**config.mk**
```make
export PLATFORM = sky130hd
export DESIGN_NAME = spi_queue_seq
export DESIGN_NICKNAME = d
export VERILOG_FILES = /design/src/rtl/spi_seq_pkg.sv /design/src/rtl/spi_seq_ctl.sv /design/src/rtl/spi_seq_fsm.sv /design/src/rtl/spi_seq_status.sv /design/src/rtl/spi_queue_seq.sv
export SDC_FILE = /design/constraint.sdc
export NUM_CORES = 1
export LEC_CHECK = 0
export BUFFER_PORTS_ARGS = -buffer_cell sky130_fd_sc_hd__buf_2
export CAP_MARGIN = 20
export CELL_PAD_IN_SITES_DETAIL_PLACEMENT = 1
export CELL_PAD_IN_SITES_GLOBAL_PLACEMENT = 1
export CORE_MARGIN = 2
export CORE_UTILIZATION = 41
export CTS_CLUSTER_SIZE = 14
export DETAILED_ROUTE_END_ITERATION = 7
export PLACE_DENSITY_LB_ADDON = 0.2
export SLEW_MARGIN = 5
export SYNTH_ARGS = -nofsm -noshare
export SYNTH_HDL_FRONTEND = slang
export SYNTH_HIERARCHICAL = 1
export SYNTH_SLANG_ARGS = --single-unit
```
**constraint.sdc**
```tcl
create_clock -name clk -period 3.2 [get_ports clk]
set_input_delay 0.32 -clock clk [delete_from_list [all_inputs] [get_ports clk]]
set_output_delay 0.32 -clock clk [all_outputs]
set_load 0.01 [all_outputs]
```
**src/rtl/spi_seq_pkg.sv**
```systemverilog
package spi_seq_pkg;
   localparam int PTR_W = 4;
   localparam int CTL_W = 16;
   localparam int N_FLAG = 3;

   typedef struct packed {
      logic             ie;
      logic             wrap;
      logic             wto;
      logic [PTR_W-1:0] endp;
      logic [PTR_W-1:0] newqp;
   } ctl_t;

   typedef enum logic [1:0] {
      ST_IDLE  = 2'd0,
      ST_ISSUE = 2'd1,
      ST_WAIT  = 2'd2,
      ST_DELAY = 2'd3
   } st_e;
endpackage

```
**src/rtl/spi_seq_ctl.sv**
```systemverilog
module spi_seq_ctl
   import spi_seq_pkg::*;
(
   input  logic             clk,
   input  logic             rst_n,
   input  logic             wr,
   input  logic [CTL_W-1:0] wdata,
   input  logic             busy,
   input  logic             boundary,
   input  logic             end_hit,
   output logic             act_ie,
   output logic [PTR_W-1:0] act_endp,
   output logic [PTR_W-1:0] act_newqp,
   output logic             nxt_ie,
   output logic             nxt_wrap,
   output logic             nxt_wto,
   output logic [PTR_W-1:0] nxt_newqp,
   output logic [CTL_W-1:0] rdata
);
   ctl_t shad_q, act_q, nxt;
   logic unused_wbits;

   assign unused_wbits = ^{wdata[12], wdata[7:4]};

   always_comb begin
      nxt = shad_q;
      if (wr) begin
         nxt.ie    = wdata[15];
         nxt.wrap  = wdata[14];
         nxt.wto   = wdata[13];
         nxt.endp  = wdata[11:8];
         nxt.newqp = wdata[3:0];
      end
   end

   always_ff @(posedge clk) begin
      if (!rst_n) begin
         shad_q <= '0;
         act_q  <= '0;
      end else begin
         shad_q <= nxt;
         if (!busy) begin
            act_q <= nxt;
         end else if (boundary) begin
            act_q.wrap  <= nxt.wrap;
            act_q.wto   <= nxt.wto;
            act_q.endp  <= nxt.endp;
            act_q.newqp <= nxt.newqp;
            if (end_hit) act_q.ie <= nxt.ie;
         end
      end
   end

   assign act_ie    = act_q.ie;
   assign act_endp  = act_q.endp;
   assign act_newqp = act_q.newqp;
   assign nxt_ie    = nxt.ie;
   assign nxt_wrap  = nxt.wrap;
   assign nxt_wto   = nxt.wto;
   assign nxt_newqp = nxt.newqp;
   assign rdata = {act_q.ie, act_q.wrap, act_q.wto, 1'b0,
                   act_q.endp, 4'b0000, act_q.newqp};
endmodule

```
**src/rtl/spi_seq_fsm.sv**
```systemverilog
module spi_seq_fsm
   import spi_seq_pkg::*;
#(
   parameter int DLY_CYCLES = 3
) (
   input  logic             clk,
   input  logic             rst_n,
   input  logic             go,
   input  logic             xfer_done,
   input  logic [PTR_W-1:0] act_endp,
   input  logic [PTR_W-1:0] act_newqp,
   input  logic             nxt_wrap,
   input  logic             nxt_wto,
   input  logic [PTR_W-1:0] nxt_newqp,
   output logic             xfer_start,
   output logic             busy,
   output logic             boundary,
   output logic             end_hit,
   output logic [PTR_W-1:0] cur_ptr
);
   localparam st_e ST_AFTER = (DLY_CYCLES > 0) ? ST_DELAY : ST_ISSUE;

   st_e              st_q;
   logic [PTR_W-1:0] ptr_q;
   logic             dly_last;

   generate
      if (DLY_CYCLES > 0) begin : g_dly
         localparam int DW = $clog2(DLY_CYCLES + 1);
         logic [DW-1:0] cnt_q;
         assign dly_last = (cnt_q == DW'(DLY_CYCLES - 1));
         always_ff @(posedge clk) begin
            if (!rst_n)               cnt_q <= '0;
            else if (st_q == ST_DELAY) cnt_q <= dly_last ? '0 : cnt_q + 1'b1;
         end
      end else begin : g_nodly
         assign dly_last = 1'b1;
      end
   endgenerate

   assign boundary   = (st_q == ST_WAIT) && xfer_done;
   assign end_hit    = (ptr_q == act_endp);
   assign busy       = (st_q != ST_IDLE);
   assign xfer_start = (st_q == ST_ISSUE);
   assign cur_ptr    = ptr_q;

   always_ff @(posedge clk) begin
      if (!rst_n) begin
         st_q  <= ST_IDLE;
         ptr_q <= '0;
      end else begin
         case (st_q)
            ST_IDLE: if (go) begin
               ptr_q <= act_newqp;
               st_q  <= ST_ISSUE;
            end
            ST_ISSUE: st_q <= ST_WAIT;
            ST_WAIT: if (xfer_done) begin
               if (!end_hit) begin
                  ptr_q <= ptr_q + 1'b1;
                  st_q  <= ST_AFTER;
               end else if (nxt_wrap) begin
                  ptr_q <= nxt_wto ? nxt_newqp : '0;
                  st_q  <= ST_AFTER;
               end else begin
                  st_q  <= ST_IDLE;
               end
            end
            ST_DELAY: if (dly_last) st_q <= ST_ISSUE;
            default: st_q <= ST_IDLE;
         endcase
      end
   end
endmodule

```
**src/rtl/spi_seq_status.sv**
```systemverilog
module spi_seq_status
   import spi_seq_pkg::*;
(
   input  logic              clk,
   input  logic              rst_n,
   input  logic              fin_set,
   input  logic              mf_evt,
   input  logic              ha_evt,
   input  logic              stat_wr,
   input  logic [N_FLAG-1:0] stat_wdata,
   input  logic              ie_eff,
   input  logic              act_ie,
   output logic [N_FLAG-1:0] flags,
   output logic              irq
);
   logic [N_FLAG-1:0] set_v;
   logic [N_FLAG-1:0] keep_v;
   logic              fin_irq_q;

   assign set_v = {ha_evt, mf_evt, fin_set};

   genvar gi;
   generate
      for (gi = 0; gi < N_FLAG; gi++) begin : g_flag
         logic f_q;
         assign keep_v[gi] = ~(stat_wr & ~stat_wdata[gi]);
         always_ff @(posedge clk) begin
            if (!rst_n) f_q <= 1'b0;
            else        f_q <= set_v[gi] | (f_q & keep_v[gi]);
         end
         assign flags[gi] = f_q;
      end
   endgenerate

   always_ff @(posedge clk) begin
      if (!rst_n) fin_irq_q <= 1'b0;
      else fin_irq_q <= (fin_set & ie_eff)
                      | (((flags[0] & act_ie) | fin_irq_q) & keep_v[0]);
   end

   assign irq = fin_irq_q | flags[1] | flags[2];
endmodule

```
**src/rtl/spi_queue_seq.sv**
```systemverilog
module spi_queue_seq
   import spi_seq_pkg::*;
#(
   parameter int DLY_CYCLES = 3
) (
   input  logic              clk,
   input  logic              rst_n,
   input  logic              ctl_wr,
   input  logic [CTL_W-1:0]  ctl_wdata,
   output logic [CTL_W-1:0]  ctl_rdata,
   input  logic              stat_wr,
   input  logic [N_FLAG-1:0] stat_wdata,
   output logic [N_FLAG-1:0] stat_flags,
   input  logic              mode_fault_evt,
   input  logic              halt_ack_evt,
   output logic              irq,
   input  logic              go,
   output logic              busy,
   output logic [PTR_W-1:0]  cur_ptr,
   output logic              xfer_start,
   input  logic              xfer_done
);
   generate
      if (DLY_CYCLES < 0 || DLY_CYCLES > 65535) begin : g_bad_dly
         $error("DLY_CYCLES must lie in 0..65535");
      end
      if (PTR_W != 4 || CTL_W != 16) begin : g_bad_layout
         $error("control layout needs a 4-bit pointer in a 16-bit word");
      end
   endgenerate

   logic             boundary, end_hit, fin_set, ie_eff;
   logic             act_ie, nxt_ie, nxt_wrap, nxt_wto;
   logic [PTR_W-1:0] act_endp, act_newqp, nxt_newqp;

   assign fin_set = boundary & end_hit;
   assign ie_eff  = fin_set ? nxt_ie : act_ie;

   spi_seq_ctl u_ctl (
      .clk(clk), .rst_n(rst_n), .wr(ctl_wr), .wdata(ctl_wdata),
      .busy(busy), .boundary(boundary), .end_hit(end_hit),
      .act_ie(act_ie), .act_endp(act_endp), .act_newqp(act_newqp),
      .nxt_ie(nxt_ie), .nxt_wrap(nxt_wrap), .nxt_wto(nxt_wto),
      .nxt_newqp(nxt_newqp), .rdata(ctl_rdata)
   );

   spi_seq_fsm #(.DLY_CYCLES(DLY_CYCLES)) u_fsm (
      .clk(clk), .rst_n(rst_n), .go(go), .xfer_done(xfer_done),
      .act_endp(act_endp), .act_newqp(act_newqp),
      .nxt_wrap(nxt_wrap), .nxt_wto(nxt_wto), .nxt_newqp(nxt_newqp),
      .xfer_start(xfer_start), .busy(busy), .boundary(boundary),
      .end_hit(end_hit), .cur_ptr(cur_ptr)
   );

   spi_seq_status u_stat (
      .clk(clk), .rst_n(rst_n), .fin_set(fin_set),
      .mf_evt(mode_fault_evt), .ha_evt(halt_ack_evt),
      .stat_wr(stat_wr), .stat_wdata(stat_wdata),
      .ie_eff(ie_eff), .act_ie(act_ie),
      .flags(stat_flags), .irq(irq)
   );
endmodule

```
==> flow_summary.toml, run 1 <==
[power]
vdd_ir_drop_max_v = 0.000479
clockPowerShare = 0.344
swShare = 0.319
netSwitchingPower_mw = 0.446
power_frac_comb = 0.279
p_int_mw = 0.954
total_power_mw = 1.40
p_per_area_nw_per_um2 = 700
power_leakage_nw = 0.938
seqPwrFrac = 0.377

[layout]
num_antenna_cells = 0
drive_gt1_frac = 0.259
final_util = 0.490
nNetsFinal = 247
area_growth_pct = 12.8
fin_area_sq_um = 2000
final_cells = 266

[routing]
vias_per_cell = 5.12
dr_wl_met3_um = 160
drt-pass1-iter-count = 4
topRoutingLayerUsed = "met4"
ant_nets = 0
drt_iter0_drc = 28
drc = 0
finalWirelength_um = 4020
wl_per_cell_um = 15.1
m1WireLength_um = 1810
vias = 1362
wl_met2_um = 2010

[worst_setup_path]
required_ns = 3.38
r2r_slack_ns = 1.02
arrival_ns = 2.37
crit_path_max_fanout = 12
cp-start-kind = "register"
crit_type = "register to register"
cp-end-kind = "register"

[floorplanning]
core_area_sq_um = 4090
rows = 23
die-area_sq_um = 4870
die_w_um = 69.8
num_io_pins = 53
die_h_um = 69.8
initial_core_util = 0.434

[clock_network]
cts_root_buf = "clkbuf_8"
hold_buffers = 0
cts.path.max_buffers = 2
cts.sinks = 34
cts_tree = "done"
cts_buffers = 5
htree_levels = 2
clk_pin_slew_ns = 0.08
cts-resized-gates = 0
cts_setup_buffers = 0
insertion_delay_ns = 0.29

[yosys]
syn_area_per_cell_sq_um = 9.28
synth-async-reset-ratio = 0
synth_cell_types = 34
yosys.area_share.adder = 0.0353
synth_area_sq_um = 1770
netlist_instances = 191
synth-seq-area-share = 0.384
synth_compound_area_frac = 0.154
yosys_register_bits = 34
synth_xor_area_frac = 0.0296
yosysWarningCount = 6
synth_edf_count = 0
synthMuxAreaShare = 0.0875
synth_top_family_by_area = "simple AND/OR/NAND/NOR gates"
synth-simple-area-share = 0.169
synthFlopType = "dfxtp_1"

[placement]
place_area_sq_um = 1860
dpl.cell_count = 258
gp_congestion = 0.695
dp_hpwl_um = 3030
io_buffers = 42
pre_cts_ws_ns = 1.03

[grt]
grt_pass1_vias = 1406
grt_usage = 0.172
grt_pass1_wl_um = 6820
grt_max_degree = 23
antenna_found_initial = 0
overflow = 0

[timing]
setup_viol = 0
clock_skew_ns = 0.00692
fmax_mhz = 458
slew-limit-headroom = 0.485
post-route-period-util = 0.682
rsz0062_at_grt = "no"
hold_viol = 0
post-route-worst-setup-slack_ns = 1.02
worst_slew_pin_slew_ns = 0.766
fin_tns_setup_ns = 0
hold_slack_ns = 0.267
final.min_clock_period_ns = 2.18
slew_viol_final = 0

[flow_run]
cap_violations = 0

[min_path]
hold_path_class = "primary input to register"

[status]
status = "finished clean"
final timing paths:
path                          end  cells past startpoint             start
max              u_stat/fin_irq_q                      6  u_fsm/cur_ptr[0]
min          u_stat/g_flag[1].f_q                      3    mode_fault_evt
max reg2reg      u_stat/fin_irq_q                      6  u_fsm/cur_ptr[0]
min reg2reg       u_ctl/shad_q[4]                      2   u_ctl/shad_q[4]
sequential cells by signal (all words and copies together), names as in the netlist:
signal and flops:
u_ctl/shad_q 11, u_fsm/st_q 2, u_ctl/rdata 2, u_fsm/g_dly.cnt_q 2, u_ctl/act_newqp 4, u_stat/g_flag.f_q 3
u_ctl/act_endp 4, u_fsm/cur_ptr 4, u_ctl/act_ie 1, u_stat/fin_irq_q 1
metal layers:
metal,GRT usage,vias up
li1,-,675
met1,0.212,656
met2,0.294,28
met3,0.0465,3
met4,0.0449,0
met5,0,-
worst max-delay path, stage by stage (launching register included):
cell     delay, ns
dfxtp_1       0.47
xor2_1        0.15
nor4_4        0.71
and2_4        0.29
mux2_4        0.30
nand3_1       0.07
o21ai_0       0.08
cell type report:
| cell class | count | area, sq um |
|---|---|---|
| fill | 481 | 2090 |
| multi-input combinational | 119 | 861 |
| sequential | 34 | 681 |
| timing repair buffer | 42 | 210 |
| clock buffer | 5 | 68.8 |
| clock inverter | 3 | 68.8 |
| tap | 50 | 62.6 |
| inverter | 13 | 48.8 |
kinds of logic (layout without fill, tap and decap cells):
| family | Yosys count | count (layout) |
|---|---|---|
| AOI/OAI and AO/OA | 36 | 36 |
| adders and majority gates | 5 | 5 |
| other | 1 | 5 |
| muxes | 15 | 15 |
| buffers and inverters | 42 | 63 |
| and+or+nand+nor | 52 | 52 |
| xor gates and xnor gates | 6 | 6 |
| DFF | 34 | 34 |
synth_stat cells (2+ instances only):
master,instances,area (sq um)
buf_4,21,158
nand2b_1,6,37.5
nor2_1,14,52.6
xor2_1,5,43.8
o22ai_1,4,25.0
a311oi_1,3,26.3
nand2_1,8,30.0
inv_1,13,48.8
o211ai_1,4,30.0
a211oi_1,10,75.1
ha_1,5,62.6
buf_2,2,10.0
and2_1,2,12.5
clkbuf_1,5,18.8
nor2b_1,6,37.5
nor3b_1,11,82.6
o21ai_0,2,10.0
a21oi_1,7,35.0
nand3_1,2,10.0
mux2i_1,14,140
dfxtp_1,34,681
power by group through the flow:
stage	combinational, mW	clock [mW]	sequential [mW]
final	0.390	0.482	0.528
after global routing	0.427	0.507	0.536
after CTS	0.394	0.492	0.529
after detailed placement	0.391	0	0.538
after global placement	0.372	0	0.533
after floorplan	0.316	0	0.531
cells in the final DEF (no fill, tap or decap):
master / count
xor2_1: 5
o21a_1: 1
nand2b_1: 6
o21ai_0: 2
nand2_1: 8
clkbuf_8: 5
inv_1: 13
or3_1: 1
nor2_1: 14
mux2i_1: 14
a211oi_1: 10
o211ai_1: 4
buf_2: 42
a311oi_1: 3
dfxtp_1: 34
bufinv_16: 2
nor4_4: 1
a311oi_4: 1
mux2_4: 1
a21boi_0: 1
xnor2_1: 1
a21oi_1: 7
a221oi_1: 1
ha_1: 5
nor3b_1: 11
clkinv_4: 1
nand3_1: 2
o22ai_1: 4
a21bo_2: 1
and2_1: 2
nor2b_1: 6
and2_4: 1
o221a_2: 1
conb_1: 5
Note: power is estimated with default switching activity, not from simulation.
==> run 2: changes to the inputs <==
--- a/config.mk
+++ b/config.mk
@@ -10,7 +10,7 @@
 export CELL_PAD_IN_SITES_DETAIL_PLACEMENT = 1
 export CELL_PAD_IN_SITES_GLOBAL_PLACEMENT = 1
 export CORE_MARGIN = 2
-export CORE_UTILIZATION = 41
+export CORE_UTILIZATION = 34
 export CTS_CLUSTER_SIZE = 14
 export DETAILED_ROUTE_END_ITERATION = 7
 export PLACE_DENSITY_LB_ADDON = 0.2
==> constraint.sdc (replaced) <==
create_clock -name clk -period 1.9 [get_ports clk]
set_input_delay 0.19 -clock clk [delete_from_list [all_inputs] [get_ports clk]]
set_output_delay 0.19 -clock clk [all_outputs]
set_load 0.01 [all_outputs]
==> run 2 against run 1 <==
Critical path depth is 2 higher. Clock-buffer cell count increased by 1. Via count increased by 1.9%. Clock skew is 0.0019 ns lower. Cell area grew 5.4%. Hold slack got worse by 0.13 ns. Clock power up 18%. Critical path type unchanged. Highest routed layer unchanged.
==> flow_summary.toml, run 2 (same netlist as run 1, synthesis figures left out) <==
[worst_setup_path]
crit_family = "simple AND/OR/NAND/NOR gates"
cp-end-kind = "register"
slowest_delay_ns = 0.34
r2r_slack_ns = 0.14
crit_type = "register to register"
rr_worst_depth = 8
r2r_start = "u_fsm/st_q[0]"
cp.depth = 8
path_cells = "inv_1 > ha_1 > buf_4 > and2_1 > and2_4 > mux2_4 > nand3_1 > o21ai_0"
arrival_ns = 1.93
crit_path_max_fanout = 7
crit_slowest_cell = "dfxtp_2"
cp-start-kind = "register"
crit_buf_inv = 2
required_ns = 2.07
r2r_end = "u_stat/fin_irq_q"

[layout]
final_cell_mix = "42 x buf_2, 32 x dfxtp_1, 16 x buf_4"
drive_gt1_frac = 0.323
area_growth_pct = 18.9
num_antenna_cells = 0
final_cells = 302
largest_register_ffs = 11
nNetsFinal = 263
largest_register = "u_ctl/shad_q"
final_common_cell = "buf_2"

[clock_network]
cts.sinks = 34
insertion_delay_ns = 0.29
clk_pin_slew_ns = 0.07
htree_levels = 2
cts.path.max_buffers = 2
cts_buffers = 5
cts_root_buf = "clkbuf_8"
cts_tree = "done"

[placement]
dpl.cell_count = 292
dp_hpwl_um = 3070
io_buffers = 42
gp_congestion = 0.749

[floorplanning]
core_area_sq_um = 5070
die_w_um = 76.2
rows = 26
initial_core_util = 0.349
die-area_sq_um = 5810
num_io_pins = 53
die_h_um = 76.2

[grt]
grt_usage = 0.149
grt_pass1_wl_um = 7000
grt_pass1_vias = 1445
antenna_found_initial = 0
grt_max_degree = 23
overflow = 0

[power]
vdd_ir_drop_max_v = 0.000401
p_per_area_nw_per_um2 = 1060
power_leakage_nw = 0.998

[min_path]
hold_path_class = "primary input to register"
min_to = "u_stat/g_flag[1].f_q"
worstHoldStart = "mode_fault_evt"
min_path_cells = 3

[timing]
slew-limit-headroom = 0.547
hold_viol = 0
fmax_mhz = 569
fin_tns_setup_ns = 0
clock_skew_ns = 0.00498
slew_viol_final = 0
rsz0062_at_grt = "no"
final.min_clock_period_ns = 1.76
setup_viol = 0
worst_slew_pin_slew_ns = 0.679
post-route-period-util = 0.925

[routing]
vias = 1388
vias_per_cell = 4.60
ant_nets = 0
finalWirelength_um = 3970
drt-pass1-iter-count = 4
wl_per_cell_um = 13.1
drt_iter0_drc = 52
drc = 0

[status]
status = "finished clean"

[flow_run]
cap_violations = 0
run 2: changes by cell type in the layout (fill, tap and decap cells not counted), sizes merged:
cell	delta
bufinv	-2
clkbuf	+1
clkinvlp	+1
buf	+16
run 2: worst reg2reg max path, cell delays in order (launching register included):
cell	delay (ns)
dfxtp_2	0.34
inv_1	0.08
ha_1	0.18
buf_4	0.18
and2_1	0.25
and2_4	0.20
mux2_4	0.29
nand3_1	0.06
o21ai_0	0.07
run 2: layer usage:
metal  vias to the layer above  track usage  routed length (um)
li1                        710            -                   -
met1                       649        0.194                1980
met2                        22        0.234                1810
met3                         7       0.0427                 132
met4                         0       0.0600                  54
met5                         -            0                   0
run 2: power by group:
group / switching [mW] / internal (mW)
Combinational: 0.416 / 0.377
Sequential: 0.0656 / 0.807
Clock: 0.276 / 0.291
Total: 0.757 / 1.48
run 2: worst max-delay path by stage:
stage | startpoint | to | slack [ns]
floorplan | u_fsm/cur_ptr[1] | u_stat/fin_irq_q | 0.007
global placement | u_fsm/cur_ptr[3] | u_fsm/cur_ptr[1] | 0.09
detailed placement | u_fsm/cur_ptr[3] | u_fsm/cur_ptr[3] | 0.09
CTS | u_ctl/act_endp[3] | u_fsm/cur_ptr[0] | 0.09
global route | u_ctl/act_endp[0] | u_fsm/cur_ptr[3] | 0.02
finish | u_fsm/st_q[0] | u_stat/fin_irq_q | 0.14
run 2: metrics by stage:
stage / hold WS [ns] / worst slack [ns] / power [mW] / util / instance area (sq um)
after CTS: 0.129 / 0.0867 / 2.23 / 0.412 / 2090
after detailed placement: 0.432 / 0.0905 / 1.65 / 0.393 / 1990
after global placement: 0.423 / 0.0892 / 1.64 / 0.393 / 1990
after floorplan: 0.318 / 0.00692 / 1.43 / - / 1790
after global routing: 0.146 / 0.0159 / 2.40 / 0.415 / 2110
final: 0.139 / 0.143 / 2.23 / 0.415 / 2110
run 2: layout make-up:
| class | count | area [sq um] |
|---|---|---|
| flip-flops and latches | 34 | 683 |
| multi-input cells | 119 | 863 |
| well taps | 70 | 87.6 |
| inverters | 13 | 48.8 |
| fillers | 633 | 2970 |
| repair buffers | 58 | 330 |
| clock buffers | 6 | 82.6 |
| clock inverters | 2 | 12.5 |
run 2: timing repair:
item / CTS / global route
resized for setup: 0 / 2
buffers inserted: 0 / 2
hold buffers: 0 / 0
setup endpoints to repair: 0 / 13
==> run 3: changes to the inputs <==
--- a/config.mk
+++ b/config.mk
@@ -13,7 +13,9 @@
 export CORE_UTILIZATION = 34
 export CTS_CLUSTER_SIZE = 14
 export DETAILED_ROUTE_END_ITERATION = 7
+export HOLD_SLACK_MARGIN = 0.05
 export PLACE_DENSITY_LB_ADDON = 0.2
+export REMOVE_ABC_BUFFERS = 1
 export SLEW_MARGIN = 5
 export SYNTH_ARGS = -nofsm -noshare
 export SYNTH_HDL_FRONTEND = slang
==> run 3 against run 2 <==
Combinational power down 6.4%. Clock power up 0.9%. Register-to-register slack about the same. Critical path depth down 2. Cell area down 0.77%. Critical path type unchanged. Clock skew about the same. Highest routed layer unchanged. Maximum frequency about the same. Power down 2.1%.
==> flow_summary.toml, run 3 (same netlist as run 1, synthesis figures left out) <==
[status]
status = "finished clean"

[layout]
fin_area_sq_um = 2090
nNetsFinal = 261
final_cell_mix = "42 x buf_2, 33 x dfxtp_1, 14 x buf_4, 14 x mux2i_1, 14 x nor2_1"
final_common_cell = "buf_2"
area_growth_pct = 18.0
fill_cells = 626
seqCellArea_sq_um = 682
final_util = 0.412
largest_register = "u_ctl/shad_q"
largest_register_ffs = 11
num_antenna_cells = 0
multi_input_area_sq_um = 863
drive_gt1_frac = 0.313

[worst_setup_path]
crit_path_max_fanout = 5
r2r_end = "u_stat/fin_irq_q"
cp-end-kind = "register"
crit_type = "register to register"
arrival_ns = 1.94
required_ns = 2.08
rr_worst_depth = 6
r2r_slack_ns = 0.14
cp-start-kind = "register"
r2r_start = "u_ctl/act_endp[3]"

[power]
clockPowerShare = 0.262
vdd_ir_drop_max_v = 0.000416
swShare = 0.343
p_int_mw = 1.44
power_frac_comb = 0.340
seqPwrFrac = 0.399
p_per_area_nw_per_um2 = 1040
power_leakage_nw = 0.988
netSwitchingPower_mw = 0.750

[routing]
drt_iter0_drc = 33
drc = 0
ant_nets = 0
vias = 1410
finalWirelength_um = 4030
vias_per_cell = 4.70
drt-pass1-iter-count = 4
wl_per_cell_um = 13.4

[timing]
worst_slew_pin_slew_ns = 0.695
rsz0062_at_grt = "no"
post-route-period-util = 0.924
setup_viol = 0
clock_skew_ns = 0.00505
hold_viol = 0
final.min_clock_period_ns = 1.76
slew-limit-headroom = 0.536
post-route-worst-setup-slack_ns = 0.144
fmax_mhz = 570
fin_tns_setup_ns = 0
slew_viol_final = 0

[clock_network]
htree_levels = 2
cts_buffers = 5
clk_pin_slew_ns = 0.07
hold_buffers = 0
cts_root_buf = "clkbuf_8"
insertion_delay_ns = 0.29
cts_tree = "done"
cts.sinks = 34
cts.path.max_buffers = 2

[grt]
grt_pass1_wl_um = 6730
grt_max_degree = 23
overflow = 0
antenna_found_initial = 0
grt_usage = 0.148
grt_pass1_vias = 1407

[min_path]
min_path_cells = 3
worstHoldStart = "halt_ack_evt"
hold_path_class = "primary input to register"
min_to = "u_stat/g_flag[2].f_q"

[floorplanning]
core_area_sq_um = 5070
num_io_pins = 53
initial_core_util = 0.349
die-area_sq_um = 5810
rows = 26
die_h_um = 76.2
die_w_um = 76.2

[placement]
gp_congestion = 0.764
io_buffers = 42
pre_cts_ws_ns = 0.0626
dp_hpwl_um = 3080
place_area_sq_um = 1990

[flow_run]
cap_violations = 0
-- run 3: changes by cell type in the layout (fill, tap and decap cells not counted) --
| cell | before | now |
|---|---|---|
| dfxtp_2 | 2 | 1 |
| dfxtp_1 | 32 | 33 |
| buf_4 | 16 | 14 |
-- run 3: how the worst max path moves through the flow --
stage	start	cells after the start	to
floorplan	u_fsm/cur_ptr[0]	6	u_stat/fin_irq_q
global placement	u_fsm/st_q[0]	6	u_ctl/act_endp[0]
detailed placement	u_fsm/st_q[0]	6	u_ctl/rdata[14]
CTS	u_fsm/st_q[0]	6	u_ctl/rdata[14]
global route	u_ctl/act_endp[3]	6	u_fsm/cur_ptr[3]
finish	u_ctl/act_endp[3]	6	u_stat/fin_irq_q
-- run 3: worst max-delay path, cell delays in order (launching register included) --
cell and delay [ns]:
dfxtp_1 0.34, xor2_1 0.17, nor4_4 0.46, and2_4 0.25, mux2_4 0.29, nand3_1 0.07, o21ai_0 0.07
-- run 3: per-layer routing --
layer,vias up,global-route usage,share of wire
met5,-,0,0
met4,0,0.0818,0.023
met3,8,0.0450,0.059
met2,39,0.226,0.44
met1,655,0.186,0.48
li1,708,-,-
-- run 3: stage by stage --
step,power (mW),std cells,hold WS (ns)
floorplan,1.34,166,0.308
global placement,1.61,291,0.422
detailed placement,1.63,291,0.430
CTS,2.21,299,0.115
global route,2.33,300,0.129
finish,2.19,300,0.126
-- run 3: power by group through the flow --
| stage | clock, mW | sequential [mW] | combinational, mW |
|---|---|---|---|
| floorplan | 0 | 0.920 | 0.416 |
| global placement | 0 | 0.889 | 0.724 |
| detailed placement | 0 | 0.890 | 0.735 |
| CTS | 0.600 | 0.874 | 0.739 |
| global route | 0.621 | 0.887 | 0.823 |
| finish | 0.572 | 0.872 | 0.742 |
-- run 3: cell type report --
cell class              instances  share of cell area
multi-input cells             119               0.413
flip-flops and latches         34               0.326
repair buffers                 56               0.151
well taps                      70              0.0419
clock buffers                   6              0.0395
inverters                      13              0.0233
clock inverters                 2             0.00598
-- run 3: timing repair --
item,4_1_cts,5_1_grt
gates resized for setup,0,2
endpoints found under the setup margin,0,12
buffers inserted,0,1
